--- src/rtl/kcm_pkg.sv ---
`timescale 1ns/1ps
package kcm_pkg;

    // Product of constant k and slice value d, scaled by 2^-shift and rounded half-up.
    function automatic logic signed [127:0] kcm_entry(input logic signed [63:0] k,
                                                      input logic signed [63:0] d,
                                                      input int shift);
        logic signed [127:0] kk;
        logic signed [127:0] dd;
        logic signed [127:0] prod;
        kk = {{64{k[63]}}, k};
        dd = {{64{d[63]}}, d};
        prod = kk * dd;
        if (shift > 0) begin
            prod = (prod + (128'sd1 <<< (shift - 1))) >>> shift;
        end else begin
            prod = prod <<< (-shift);
        end
        return prod;
    endfunction

endpackage

--- src/rtl/kcm_table.sv ---
`timescale 1ns/1ps
module kcm_table #(
    parameter int AW        = 6,
    parameter int TW        = 12,
    parameter int OUT_W     = 17,
    parameter bit IS_SIGNED = 1'b0,
    parameter longint K_VAL = 64'sd3037000500,
    parameter int SHIFT     = 28
) (
    input  logic [AW-1:0]           addr_i,
    output logic signed [OUT_W-1:0] entry_o
);
    localparam int DEPTH = 1 << AW;

    logic signed [TW-1:0] rom [DEPTH];
    logic signed [TW-1:0] sel;

    for (genvar i = 0; i < DEPTH; i++) begin : g_rom
        localparam longint DVAL = (IS_SIGNED && (i >= DEPTH / 2)) ? longint'(i - DEPTH) : longint'(i);
        localparam logic signed [127:0] WIDE = kcm_pkg::kcm_entry(K_VAL, DVAL, SHIFT);
        assign rom[i] = WIDE[TW-1:0];
    end

    assign sel     = rom[addr_i];
    assign entry_o = OUT_W'(sel);
endmodule

--- src/rtl/kcm_sum.sv ---
`timescale 1ns/1ps
module kcm_sum #(
    parameter int N = 2,
    parameter int W = 17
) (
    input  logic [N-1:0][W-1:0] terms_i,
    output logic [W-1:0]        total_o
);
    logic [W-1:0] acc;

    always_comb begin
        acc = '0;
        for (int i = 0; i < N; i++) begin
            acc = acc + terms_i[i];
        end
        total_o = acc;
    end
endmodule

--- src/rtl/real_const_kcm.sv ---
`timescale 1ns/1ps
module real_const_kcm #(
    parameter int IN_W      = 12,
    parameter int IN_FRAC   = 11,
    parameter int CHUNK_W   = 6,
    parameter int OUT_LSB   = 12,
    parameter int GUARD     = 3,
    parameter int OUT_W     = 17,
    parameter longint K_VAL = 64'sd3037000500,
    parameter int K_FRAC    = 32
) (
    input  logic             clk,
    input  logic             rst_n,
    input  logic             valid_i,
    input  logic [IN_W-1:0]  x_i,
    output logic             valid_o,
    output logic [OUT_W-1:0] y_o
);
    localparam int RES  = OUT_LSB + GUARD;
    localparam int NCH  = (IN_W + CHUNK_W - 1) / CHUNK_W;
    localparam int TOPW = IN_W - (NCH - 1) * CHUNK_W;
    localparam int S0   = K_FRAC + IN_FRAC - RES;

    typedef struct packed {
        logic                       v1;
        logic [NCH-1:0][OUT_W-1:0]  p1;
        logic                       v2;
        logic [OUT_W-1:0]           y;
    } state_t;

    state_t st_d, st_q;
    logic [NCH-1:0][OUT_W-1:0] parts;
    logic [OUT_W-1:0]          total;

    for (genvar k = 0; k < NCH; k++) begin : g_chunk
        localparam bit TOP = (k == NCH - 1);
        localparam int AW  = TOP ? TOPW : CHUNK_W;
        localparam int NW  = OUT_W - (NCH - 1 - k) * CHUNK_W + (CHUNK_W - TOPW) + 2;
        localparam int TW  = TOP ? OUT_W : ((NW < OUT_W) ? ((NW < 4) ? 4 : NW) : OUT_W);
        logic signed [OUT_W-1:0] entry;

        kcm_table #(
            .AW(AW), .TW(TW), .OUT_W(OUT_W), .IS_SIGNED(TOP),
            .K_VAL(K_VAL), .SHIFT(S0 - k * CHUNK_W)
        ) i_table (
            .addr_i  (x_i[k*CHUNK_W +: AW]),
            .entry_o (entry)
        );
        assign parts[k] = entry;
    end

    kcm_sum #(.N(NCH), .W(OUT_W)) i_sum (
        .terms_i (st_q.p1),
        .total_o (total)
    );

    always_comb begin
        st_d    = st_q;
        st_d.v1 = valid_i;
        st_d.v2 = st_q.v1;
        if (valid_i) begin
            st_d.p1 = parts;
        end
        if (st_q.v1) begin
            st_d.y = total;
        end
    end

    always_ff @(posedge clk or negedge rst_n) begin
        if (!rst_n) begin
            st_q <= '0;
        end else begin
            st_q <= st_d;
        end
    end

    assign valid_o = st_q.v2;
    assign y_o     = st_q.y;
endmodule

--- config.mk ---
export PLATFORM = sky130hd
export DESIGN_NAME = real_const_kcm
export DESIGN_NICKNAME = d
export VERILOG_FILES = /design/src/rtl/kcm_pkg.sv /design/src/rtl/kcm_table.sv /design/src/rtl/kcm_sum.sv /design/src/rtl/real_const_kcm.sv
export SDC_FILE = /design/constraint.sdc
export NUM_CORES = 1
export LEC_CHECK = 0
export BUFFER_PORTS_ARGS = -buffer_cell sky130_fd_sc_hd__buf_2
export CAP_MARGIN = 20
export CORE_MARGIN = 1
export CORE_UTILIZATION = 60
export DETAILED_ROUTE_END_ITERATION = 8
export GPL_TIMING_DRIVEN = 0
export PLACE_DENSITY_LB_ADDON = 0.08
export SKIP_LAST_GASP = 1
export SYNTH_ARGS = -nofsm -noshare
export SYNTH_HDL_FRONTEND = slang
export SYNTH_SLANG_ARGS = --single-unit
export TNS_END_PERCENT = 5
--- constraint.sdc ---
create_clock -name clk -period 5.4 [get_ports clk]
set_input_delay 0.54 -clock clk [delete_from_list [all_inputs] [get_ports clk]]
set_output_delay 0.54 -clock clk [all_outputs]
set_load 0.02 [all_outputs]
==> results.py, run 1 <==
metrics = {
    "drt": {
        "post_route_antenna_net_violation_count": 0,
        "avgRoutedWirePerCell_um": 17.8,
        "detail_route.first_pass.iterations": 5,
        "drt_iter0_markers": 446,
        "wirelength_mm": 11.8,
        "drt_drc_violations_left": 0,
        "post_drt_via_cell_ratio": 6.57,
        "vias": 4358,
    },
    "setup_path": {
        "cp-start-kind": "primary input",
        "cp-end-kind": "flip-flop",
        "worst-endpoint-arrival_ns": 2.84,
        "timing.reg2reg.setup_slack_ns": 2.97,
        "path_class": "in2reg",
        "crit_path_max_fanout": 10,
        "worst_ep_required_time_ns": 5.59,
    },
    "synthesis": {
        "total_of_flip_flops_plus_latches_after_synthesis": 45,
        "ys.flop_type": "sky130_fd_sc_hd__dfrtp_1",
        "post_synth_top_area_share_pct": 26.3,
        "synth_edf_count": 0,
        "synth.cell_area_um2": 4290,
        "yosysUniqueCellTypes": 67,
        "synth_most_common_cell": "sky130_fd_sc_hd__dfrtp_1",
        "syn-instance-count": 533,
        "seq_area_frac_synth_pct": 26.3,
        "synth_async_sr_flop_share_pct": 100,
        "ys.warnings.count": 0,
        "yosys-top-cells-area": "sky130_fd_sc_hd__dfrtp_1, sky130_fd_sc_hd__ha_1, sky130_fd_sc_hd__a21oi_1",
        "ys_top_cells_by_count": "sky130_fd_sc_hd__dfrtp_1, sky130_fd_sc_hd__a21oi_1, sky130_fd_sc_hd__nand2_1",
        "netlist.top_cell.by_area": "sky130_fd_sc_hd__dfrtp_1",
        "syn_avg_cell_area_um2": 8.04,
        "syn-num-nets": 574,
    },
    "sta": {
        "hold-worst-slack_ns": 0.390,
        "timing.fmax_mhz": 378,
        "fin_crit_ns": 2.65,
        "max-slew-margin-rel_pct": 35.7,
        "worst-slew-pin-transition_ns": 0.965,
        "final.period_utilization_pct": 49.0,
        "final_hold_viol_count": 0,
        "setup_slack_ns": 2.75,
        "final-max-slew-violation-count": 0,
        "rsz0062_at_grt": "no",
        "worst_clock_skew_ns": 0.0109,
        "final_sum_of_negative_setup_slack_ns": 0,
        "finalSetupViolCount": 0,
    },
    "worst_hold_path": {
        "min_path_type": "in2async",
    },
    "finish": {
        "layout.cell_area.non_filler_um2": 4650,
        "finish.utilization_pct": 68.0,
        "synthToLayoutAreaGrowth_pct": 8.44,
        "num-nets-final": 607,
        "final_layout_size_suffix_gt1_share_pct": 14.3,
        "antenna_cells": 0,
    },
    "clocking": {
        "clock_sinks": 45,
        "path_clk_slew_ns": 0.08,
        "hold_buffers": 0,
        "post_cts.resized_instances": 0,
        "ctsLongestPathBuffers": 2,
        "clock_latency_ns": 0.30,
        "cts_inserted_buffers": 5,
        "h-tree-depth": 2,
        "cts-root-buf": "sky130_fd_sc_hd__clkbuf_8",
        "cts_tree": "yes",
        "post-cts-setup-buffers": 0,
    },
    "power_and_ir_drop": {
        "power-per-cell-area_nw_per_um2": 268,
        "internal_power_mw": 0.759,
        "power.ir.vdd_worst_uv": 183,
        "static_leakage_nw": 1.97,
        "combPwrFrac_pct": 44.0,
        "share_of_total_power_consumed_by_net_switching_pct": 39.2,
        "clock_power_share_pct": 20.0,
        "power_frac_seq_pct": 35.9,
        "switching_power_mw": 0.489,
    },
    "status": {
        "outcome": "completed",
    },
    "grt": {
        "grt_antenna_before_repair": 0,
        "grt_start_max_net_pins": 46,
        "groute.layer.met1.usage_pct": 43.5,
        "global_route_met3_utilization_pct": 4.67,
        "remaining_overflow_grt": 0,
        "layer_carrying_the_most_global_route_usage": "met2",
        "global_route_wire_length_before_repair_mm": 19.3,
        "use_met2_pct": 54.2,
        "globalRouteTotalUtil_pct": 32.5,
        "number_of_global_route_vias_before_repair": 4012,
    },
    "place": {
        "io_buffer_count": 26,
        "dpl.hpwl_mm": 8.75,
        "pre_cts_slack_ns": 2.46,
        "place_congestion": 1.00,
        "detailed_place.area_um2": 4540,
    },
    "floorplan": {
        "starting_density_of_the_core_pct": 62.7,
        "io_pins": 33,
        "fp.dieW_um": 86.5,
        "dieArea_um2": 7490,
        "chipHeight_um": 86.5,
        "core_region_area_um2": 6830,
        "std_cell_rows": 30,
    },
    "job": {
        "drv.max_cap_violation_count": 0,
    },
}
==> flip-flops by register name, summed over array words and instances, names as in the netlist <==
name / flops
st_d: 1
valid_o: 1
y_o: 17
st_q: 26
==> layer usage <==
metal / wire length (µm) / up-vias
met4: 218 / 0
met2: 5500 / 263
met1: 5050 / 2015
li1: - / 2053
met3: 1020 / 27
met5: 0 / -
==> worst max-delay path, stage by stage <==
cell and delay, ns:
sky130_fd_sc_hd__buf_2 0.14, sky130_fd_sc_hd__clkbuf_4 0.22, sky130_fd_sc_hd__inv_1 0.11, sky130_fd_sc_hd__ha_1 0.28, sky130_fd_sc_hd__clkbuf_1 0.34, sky130_fd_sc_hd__inv_1 0.21, sky130_fd_sc_hd__a221o_1 0.35, sky130_fd_sc_hd__a211oi_1 0.21
sky130_fd_sc_hd__a31oi_1 0.11, sky130_fd_sc_hd__mux2_2 0.31
==> cell families (layout without fill, tap and decap cells) <==
family	Yosys count	in the layout	synth area share (%)
buf+inv	78	112	7.59
xor+xnor	11	11	2.25
compound gates	198	198	31.8
fa+ha+maj	26	26	7.76
flops	45	45	26.3
mux	25	25	7.47
simple gates	150	150	16.8
==> layout make-up <==
class	count	area (µm²)
Buffer	44	198
Clock buffer	6	72.6
Clock inverter	2	38.8
Fill cell	586	2180
Inverter	34	128
Multi-Input combinational cell	410	2840
Sequential cell	45	1130
Tap cell	96	120
Timing Repair Buffer	26	130
==> metrics by stage <==
| stage | instances | power, mW |
|---|---|---|
| after floorplan | 533 | 0.844 |
| after global placement | 655 | 0.978 |
| after detailed placement | 655 | 0.993 |
| after CTS | 663 | 1.24 |
| after global routing | 663 | 1.33 |
| final | 663 | 1.25 |
==> path summary, 6_finish.rpt <==
check | to | start | cells after the start
max in group asynchronous | y_o[8] | rst_n | 1
worst max-delay path | st_q[21] | x_i[1] | 10
worst min-delay path | y_o[0] | rst_n | 1
min in group clk | st_d[17] | valid_i | 1
worst max register to register | y_o[10] | st_q[18] | 7
worst min register to register | y_o[7] | y_o[7] | 2
==> cell usage in the layout, fill, tap and decap left out, types with 4 or more instances in the layout <==
master / Yosys / layout
sky130_fd_sc_hd__or3_1: 4 / 4
sky130_fd_sc_hd__a211oi_1: 9 / 9
sky130_fd_sc_hd__o21ai_0: 31 / 31
sky130_fd_sc_hd__o21bai_1: 4 / 4
sky130_fd_sc_hd__a21oi_1: 43 / 43
sky130_fd_sc_hd__ha_1: 25 / 25
sky130_fd_sc_hd__inv_1: 31 / 31
sky130_fd_sc_hd__buf_2: 20 / 46
sky130_fd_sc_hd__nor2_1: 42 / 42
sky130_fd_sc_hd__o211ai_1: 12 / 12
sky130_fd_sc_hd__nor2b_1: 18 / 18
sky130_fd_sc_hd__buf_1: 6 / 6
sky130_fd_sc_hd__xnor2_1: 9 / 9
sky130_fd_sc_hd__o311ai_0: 5 / 5
sky130_fd_sc_hd__a31oi_1: 17 / 17
sky130_fd_sc_hd__o22ai_1: 6 / 6
sky130_fd_sc_hd__mux2i_1: 8 / 8
sky130_fd_sc_hd__a221o_1: 4 / 4
sky130_fd_sc_hd__dfrtp_1: 45 / 45
sky130_fd_sc_hd__a21o_1: 5 / 5
sky130_fd_sc_hd__mux2_2: 13 / 13
sky130_fd_sc_hd__clkbuf_1: 16 / 17
sky130_fd_sc_hd__nand3_1: 12 / 12
sky130_fd_sc_hd__nand2_1: 43 / 43
sky130_fd_sc_hd__o221ai_1: 8 / 8
sky130_fd_sc_hd__clkbuf_8: 0 / 5
sky130_fd_sc_hd__a211o_1: 5 / 5
sky130_fd_sc_hd__nor3_1: 4 / 4
sky130_fd_sc_hd__nand2b_1: 11 / 11
sky130_fd_sc_hd__o2111ai_1: 9 / 9
==> power groups by stage <==
stage / clock network (mW) / logic (mW) / registers, mW
after floorplan: 0 / 0.341 / 0.503
after global placement: 0 / 0.527 / 0.452
after detailed placement: 0 / 0.537 / 0.456
after CTS: 0.254 / 0.540 / 0.449
after global routing: 0.269 / 0.602 / 0.456
final: 0.250 / 0.549 / 0.449
Note: power is estimated with default switching activity, not from simulation.
==> run 2, diff against run 1 <==
--- a/config.mk
+++ b/config.mk
@@ -8,7 +8,7 @@
 export BUFFER_PORTS_ARGS = -buffer_cell sky130_fd_sc_hd__buf_2
 export CAP_MARGIN = 20
 export CORE_MARGIN = 1
-export CORE_UTILIZATION = 60
+export CORE_UTILIZATION = 56
 export DETAILED_ROUTE_END_ITERATION = 8
 export GPL_TIMING_DRIVEN = 0
 export PLACE_DENSITY_LB_ADDON = 0.08
==> constraint.sdc (replaced) <==
create_clock -name clk -period 2.4 [get_ports clk]
set_input_delay 0.24 -clock clk [delete_from_list [all_inputs] [get_ports clk]]
set_output_delay 0.24 -clock clk [all_outputs]
set_load 0.02 [all_outputs]
==> results.py, run 2 (synthesis results as in run 1) <==
metrics = {
    "status": {
        "outcome": "completed",
    },
    "place": {
        "placed_cells": 658,
        "detailed_place.area_um2": 4540,
        "pre_cts_slack_ns": -0.284,
        "dpl.hpwl_mm": 8.88,
        "io_buffer_count": 26,
        "place_congestion": 1.01,
    },
    "finish": {
        "layout_commonest_cell": "sky130_fd_sc_hd__buf_2",
        "layout.cell_area.non_filler_um2": 4660,
        "synthToLayoutAreaGrowth_pct": 8.64,
        "final_layout_size_suffix_gt1_share_pct": 14.5,
        "num-nets-final": 606,
        "layoutNonFillerInstCount": 665,
        "largest_register": "st_q",
        "largest_register_ffs": 26,
        "antenna_cells": 0,
        "mostFrequentLayoutCells": "sky130_fd_sc_hd__buf_2, sky130_fd_sc_hd__dfrtp_1, sky130_fd_sc_hd__nand2_1, sky130_fd_sc_hd__a21oi_1, sky130_fd_sc_hd__nor2_1",
    },
    "sta": {
        "worst_clock_skew_ns": 0.00668,
        "worst-slew-pin-transition_ns": 0.952,
        "max-slew-margin-rel_pct": 36.5,
        "fin_crit_ns": 2.38,
        "final.period_utilization_pct": 99.2,
        "final_hold_viol_count": 0,
        "setup_slack_ns": 0.0202,
        "final_sum_of_negative_setup_slack_ns": 0,
        "finalSetupViolCount": 0,
        "final-max-slew-violation-count": 0,
        "timing.fmax_mhz": 420,
        "rsz0062_at_grt": "yes",
    },
    "setup_path": {
        "crit_slowest_cell": "sky130_fd_sc_hd__fa_1",
        "crit_path_max_fanout": 4,
        "cp_common_cell": "sky130_fd_sc_hd__a211oi_2",
        "worst-endpoint-arrival_ns": 2.56,
        "worst_path_max_stage_delay_ns": 0.44,
        "path_class": "reg2reg",
        "cp-start-kind": "flip-flop",
        "crit_chain": "ha_1 > fa_1 > a211oi_2 > o21bai_1 > a211oi_2 > xnor2_1 > mux2_2",
        "cp-end-kind": "flip-flop",
        "worst_ep_required_time_ns": 2.58,
    },
    "clocking": {
        "cts_inserted_buffers": 5,
        "clock_latency_ns": 0.29,
        "h-tree-depth": 2,
        "clock_sinks": 45,
        "cts_tree": "yes",
        "post-cts-setup-buffers": 0,
        "cts-root-buf": "sky130_fd_sc_hd__clkbuf_8",
        "path_clk_slew_ns": 0.08,
        "ctsLongestPathBuffers": 2,
        "hold_buffers": 0,
        "post_cts.resized_instances": 0,
    },
    "power_and_ir_drop": {
        "static_leakage_nw": 1.97,
        "power.ir.vdd_worst_uv": 277,
        "power-per-cell-area_nw_per_um2": 609,
        "total_power_mw": 2.84,
    },
    "grt": {
        "grt_antenna_before_repair": 0,
        "global_route_wire_length_before_repair_mm": 19.8,
        "grt_start_max_net_pins": 46,
        "number_of_global_route_vias_before_repair": 3951,
        "remaining_overflow_grt": 0,
        "globalRouteTotalUtil_pct": 31.6,
    },
    "drt": {
        "post_drt_via_cell_ratio": 6.60,
        "post_route_antenna_net_violation_count": 0,
        "route.top_layer_used": "met4",
        "met3RoutedLength_mm": 1.09,
        "met2_wl_post_dr_mm": 5.72,
        "drt_drc_violations_left": 0,
        "wirelength_mm": 12.1,
        "detail_route.first_pass.iterations": 7,
        "avgRoutedWirePerCell_um": 18.1,
        "wirelength_met1_mm": 5.09,
        "drt_iter0_markers": 327,
        "vias": 4390,
    },
    "floorplan": {
        "starting_density_of_the_core_pct": 58.5,
        "chipHeight_um": 89.5,
        "std_cell_rows": 31,
        "fp.dieW_um": 89.5,
        "core_region_area_um2": 7330,
        "io_pins": 33,
        "dieArea_um2": 8010,
    },
    "worst_hold_path": {
        "min_path_type": "in2async",
    },
    "job": {
        "drv.max_cap_violation_count": 0,
    },
}
[run 2: cell count changes in the layout (fill, tap and decap cells not counted), sizes merged]
cell      delta
clkbuf       -1
clkinv       -1
clkinvlp     +1
[run 2: per-stage QoR]
step / utilization (%) / hold slack, ns
after floorplan: - / -0.0556
after global placement: 61.9 / 0.404
after detailed placement: 61.9 / 0.414
after CTS: 63.6 / 0.0978
after global routing: 63.5 / 0.0965
final: 63.5 / 0.0899
[run 2: final timing paths]
| path | start | end | slack, ns | cells after the start |
|---|---|---|---|---|
| max | st_q[18] | y_o[10] | 0.02 | 7 |
| min | rst_n | st_q[21] | 0.09 | 1 |
| max reg2reg | st_q[18] | y_o[10] | 0.02 | 7 |
| min reg2reg | y_o[7] | y_o[7] | 0.50 | 2 |
| max in group asynchronous | rst_n | y_o[15] | 1.72 | 1 |
| min in group clk | valid_i | st_d[17] | 0.10 | 1 |
[run 2: routing by layer]
layer	global-route usage, %	vias to the layer above
met3	3.69	27
li1	-	2040
met5	0	-
met4	8.51	0
met2	53.8	259
met1	42.6	2064
[run 2: cell type report]
cell class | count | area (µm²)
well taps | 99 | 124
plain buffers | 43 | 194
inverters | 34 | 128
clock buffers | 6 | 82.6
multi-input cells | 410 | 2840
flip-flops and latches | 45 | 1130
clock inverters | 2 | 37.5
fillers | 649 | 2670
repair buffers | 26 | 130
[run 2: what timing repair did]
| action | in CTS | in global routing |
|---|---|---|
| setup endpoints to repair | 1 | 2 |
| pin swaps | 1 | 0 |
| gates cloned | 0 | 0 |
[run 2: where the power goes]
group          switching (mW)  leakage [nW]  internal (mW)
Combinational           0.758          1.39          0.482
Clock                   0.253        0.0574          0.338
Sequential             0.0912         0.528          0.914
Total                    1.10          1.97           1.74
[run 2: worst max-delay path: cells and delay by family (launching register included)]
family / cells / cell delay (ns)
compound gates: 3 / 0.82
xor+xnor: 1 / 0.10
fa+ha+maj: 2 / 0.67
flops: 1 / 0.40
mux: 1 / 0.27
==> run 3, diff against run 2 <==
==> constraint.sdc (replaced) <==
create_clock -name clk -period 2.4 [get_ports clk]
set_input_delay 0.6 -clock clk [delete_from_list [all_inputs] [get_ports clk]]
set_output_delay 0.6 -clock clk [all_outputs]
set_load 0.02 [all_outputs]
==> results.py, run 3 (synthesis results as in run 1) <==
metrics = {
    "status": {
        "outcome": "completed",
    },
    "sta": {
        "final_hold_viol_count": 0,
        "finalSetupViolCount": 0,
        "final_sum_of_negative_setup_slack_ns": 0,
        "rsz0062_at_grt": "yes",
        "worst-slew-pin-transition_ns": 0.971,
        "final-max-slew-violation-count": 0,
        "fin_crit_ns": 2.37,
        "timing.fmax_mhz": 421,
        "worst_clock_skew_ns": 0.00626,
        "final.period_utilization_pct": 98.9,
        "max-slew-margin-rel_pct": 35.2,
        "setup_slack_ns": 0.0267,
    },
    "grt": {
        "globalRouteTotalUtil_pct": 31.6,
        "grt_start_max_net_pins": 46,
        "number_of_global_route_vias_before_repair": 3946,
        "grt_antenna_before_repair": 0,
        "remaining_overflow_grt": 0,
        "global_route_wire_length_before_repair_mm": 19.7,
    },
    "job": {
        "drv.max_cap_violation_count": 0,
    },
    "clocking": {
        "clock_sinks": 45,
        "ctsLongestPathBuffers": 2,
        "path_clk_slew_ns": 0.08,
        "cts_inserted_buffers": 5,
        "cts_tree": "yes",
        "clock_latency_ns": 0.29,
        "h-tree-depth": 2,
        "cts-root-buf": "sky130_fd_sc_hd__clkbuf_8",
    },
    "finish": {
        "layout_commonest_cell": "sky130_fd_sc_hd__buf_2",
        "synthToLayoutAreaGrowth_pct": 9.14,
        "antenna_cells": 0,
        "largest_register": "st_q",
        "layout.area.seq_um2": 1130,
        "largest_register_ffs": 26,
        "final_layout_size_suffix_gt1_share_pct": 15.2,
        "mostFrequentLayoutCells": "sky130_fd_sc_hd__buf_2, sky130_fd_sc_hd__dfrtp_1, sky130_fd_sc_hd__nand2_1, sky130_fd_sc_hd__a21oi_1, sky130_fd_sc_hd__nor2_1",
        "layoutNonFillerInstCount": 665,
        "n_fill_cell": 648,
        "multi_input_area_um2": 2850,
        "num-nets-final": 606,
    },
    "floorplan": {
        "io_pins": 33,
        "std_cell_rows": 31,
        "chipHeight_um": 89.5,
        "dieArea_um2": 8010,
        "core_region_area_um2": 7330,
        "starting_density_of_the_core_pct": 58.5,
        "fp.dieW_um": 89.5,
    },
    "setup_path": {
        "worst_ep_required_time_ns": 2.59,
        "timing.reg2reg.worst_path_depth": 8,
        "cp-end-kind": "flip-flop",
        "worst-endpoint-arrival_ns": 2.56,
        "crit_slowest_cell": "sky130_fd_sc_hd__ha_4",
        "cp_common_cell": "sky130_fd_sc_hd__inv_1",
        "path_depth": 9,
        "path_class": "in2reg",
        "crit_chain": "buf_2 > buf_4 > inv_1 > ha_4 > inv_1 > a221o_1 > a211oi_1 > a31oi_1 > mux2_2",
        "timing.rr.end": "y_o[14]",
        "endpoint": "st_q[21]",
        "worst_path_max_stage_delay_ns": 0.35,
        "worstSetupStartpoint": "x_i[1]",
        "worst_path_dominant_cell_family": "compound AO/OA/AOI/OAI gates",
        "timing.rr.start": "st_q[18]",
        "cp-start-kind": "primary input",
        "worst-path-buf-inv": 4,
        "timing.reg2reg.setup_slack_ns": 0.09,
        "crit_path_max_fanout": 10,
    },
    "drt": {
        "post_route_antenna_net_violation_count": 0,
        "detail_route.first_pass.iterations": 6,
        "drt_iter0_markers": 330,
        "vias": 4400,
        "drt_drc_violations_left": 0,
        "avgRoutedWirePerCell_um": 18.4,
        "post_drt_via_cell_ratio": 6.62,
        "wirelength_mm": 12.2,
    },
    "power_and_ir_drop": {
        "power.ir.vdd_worst_uv": 275,
        "static_leakage_nw": 1.98,
        "power-per-cell-area_nw_per_um2": 610,
    },
    "place": {
        "placed_cells": 658,
        "pre_cts_slack_ns": -0.644,
        "dpl.hpwl_mm": 8.88,
        "place_congestion": 1.01,
        "io_buffer_count": 26,
    },
    "worst_hold_path": {
        "min_path_type": "in2async",
    },
}
-- run 3: cell types whose count changed in the layout (fill, tap and decap cells not counted), sizes merged --
cell	delta
buf	+2
clkbuf	-2
-- run 3: how the worst min path moves through the flow --
stage             from       end  cells past startpoint
2_1_floorplan    rst_n  st_d[17]                      0
3_3_place_gp    y_o[7]    y_o[7]                      2
3_5_place_dp    y_o[7]    y_o[7]                      2
4_1_cts        valid_i  st_d[17]                      1
5_1_grt        valid_i  st_d[17]                      1
6_report         rst_n    y_o[1]                      1
-- run 3: power breakdown --
| group | switching, mW | total (mW) | internal, mW |
|---|---|---|---|
| sequential | 0.0918 | 1.01 | 0.914 |
| clock | 0.252 | 0.591 | 0.338 |
| combinational | 0.764 | 1.26 | 0.494 |
-- run 3: layout make-up --
| type | count | area share (%) |
|---|---|---|
| inverter | 34 | 2.73 |
| clock buffer | 6 | 1.77 |
| clock inverter | 2 | 0.802 |
| multi-input combinational | 410 | 61.0 |
| sequential | 45 | 24.1 |
| timing repair buffer | 27 | 2.94 |
| tap | 99 | 2.65 |
| buffer | 42 | 4.07 |
-- run 3: what timing repair did --
action,in CTS,in global routing
endpoints found under the hold margin,0,0
hold buffers,0,0
gates resized for setup,3,3
setup buffers,0,1
pin swaps,0,1
endpoints found under the setup margin,8,10
-- run 3: worst register-to-register path, delay by kind of cell, from the launching register on --
kind	cells	cell delay, ns
buf+inv	1	0.17
flops	1	0.40
fa+ha+maj	2	0.67
compound gates	5	1.00
-- run 3: through the flow --
step / utilization [%] / power, mW / instance area (µm²) / hold slack [ns]
after global routing: 63.8 / 3.05 / 4680 / 0.456
after floorplan: - / 1.90 / 4290 / 0.304
after CTS: 63.7 / 2.84 / 4670 / 0.458
after detailed placement: 61.9 / 2.24 / 4540 / 0.480
final: 63.8 / 2.85 / 4680 / 0.456
after global placement: 61.9 / 2.21 / 4540 / 0.470
-- run 3: metal layers --
metal	up-vias	global-route usage [%]	wire [µm]
li1	2037	-	-
met1	2076	42.6	5280
met2	258	53.9	5760
met3	29	3.60	992
met4	0	8.23	174
met5	-	0	0
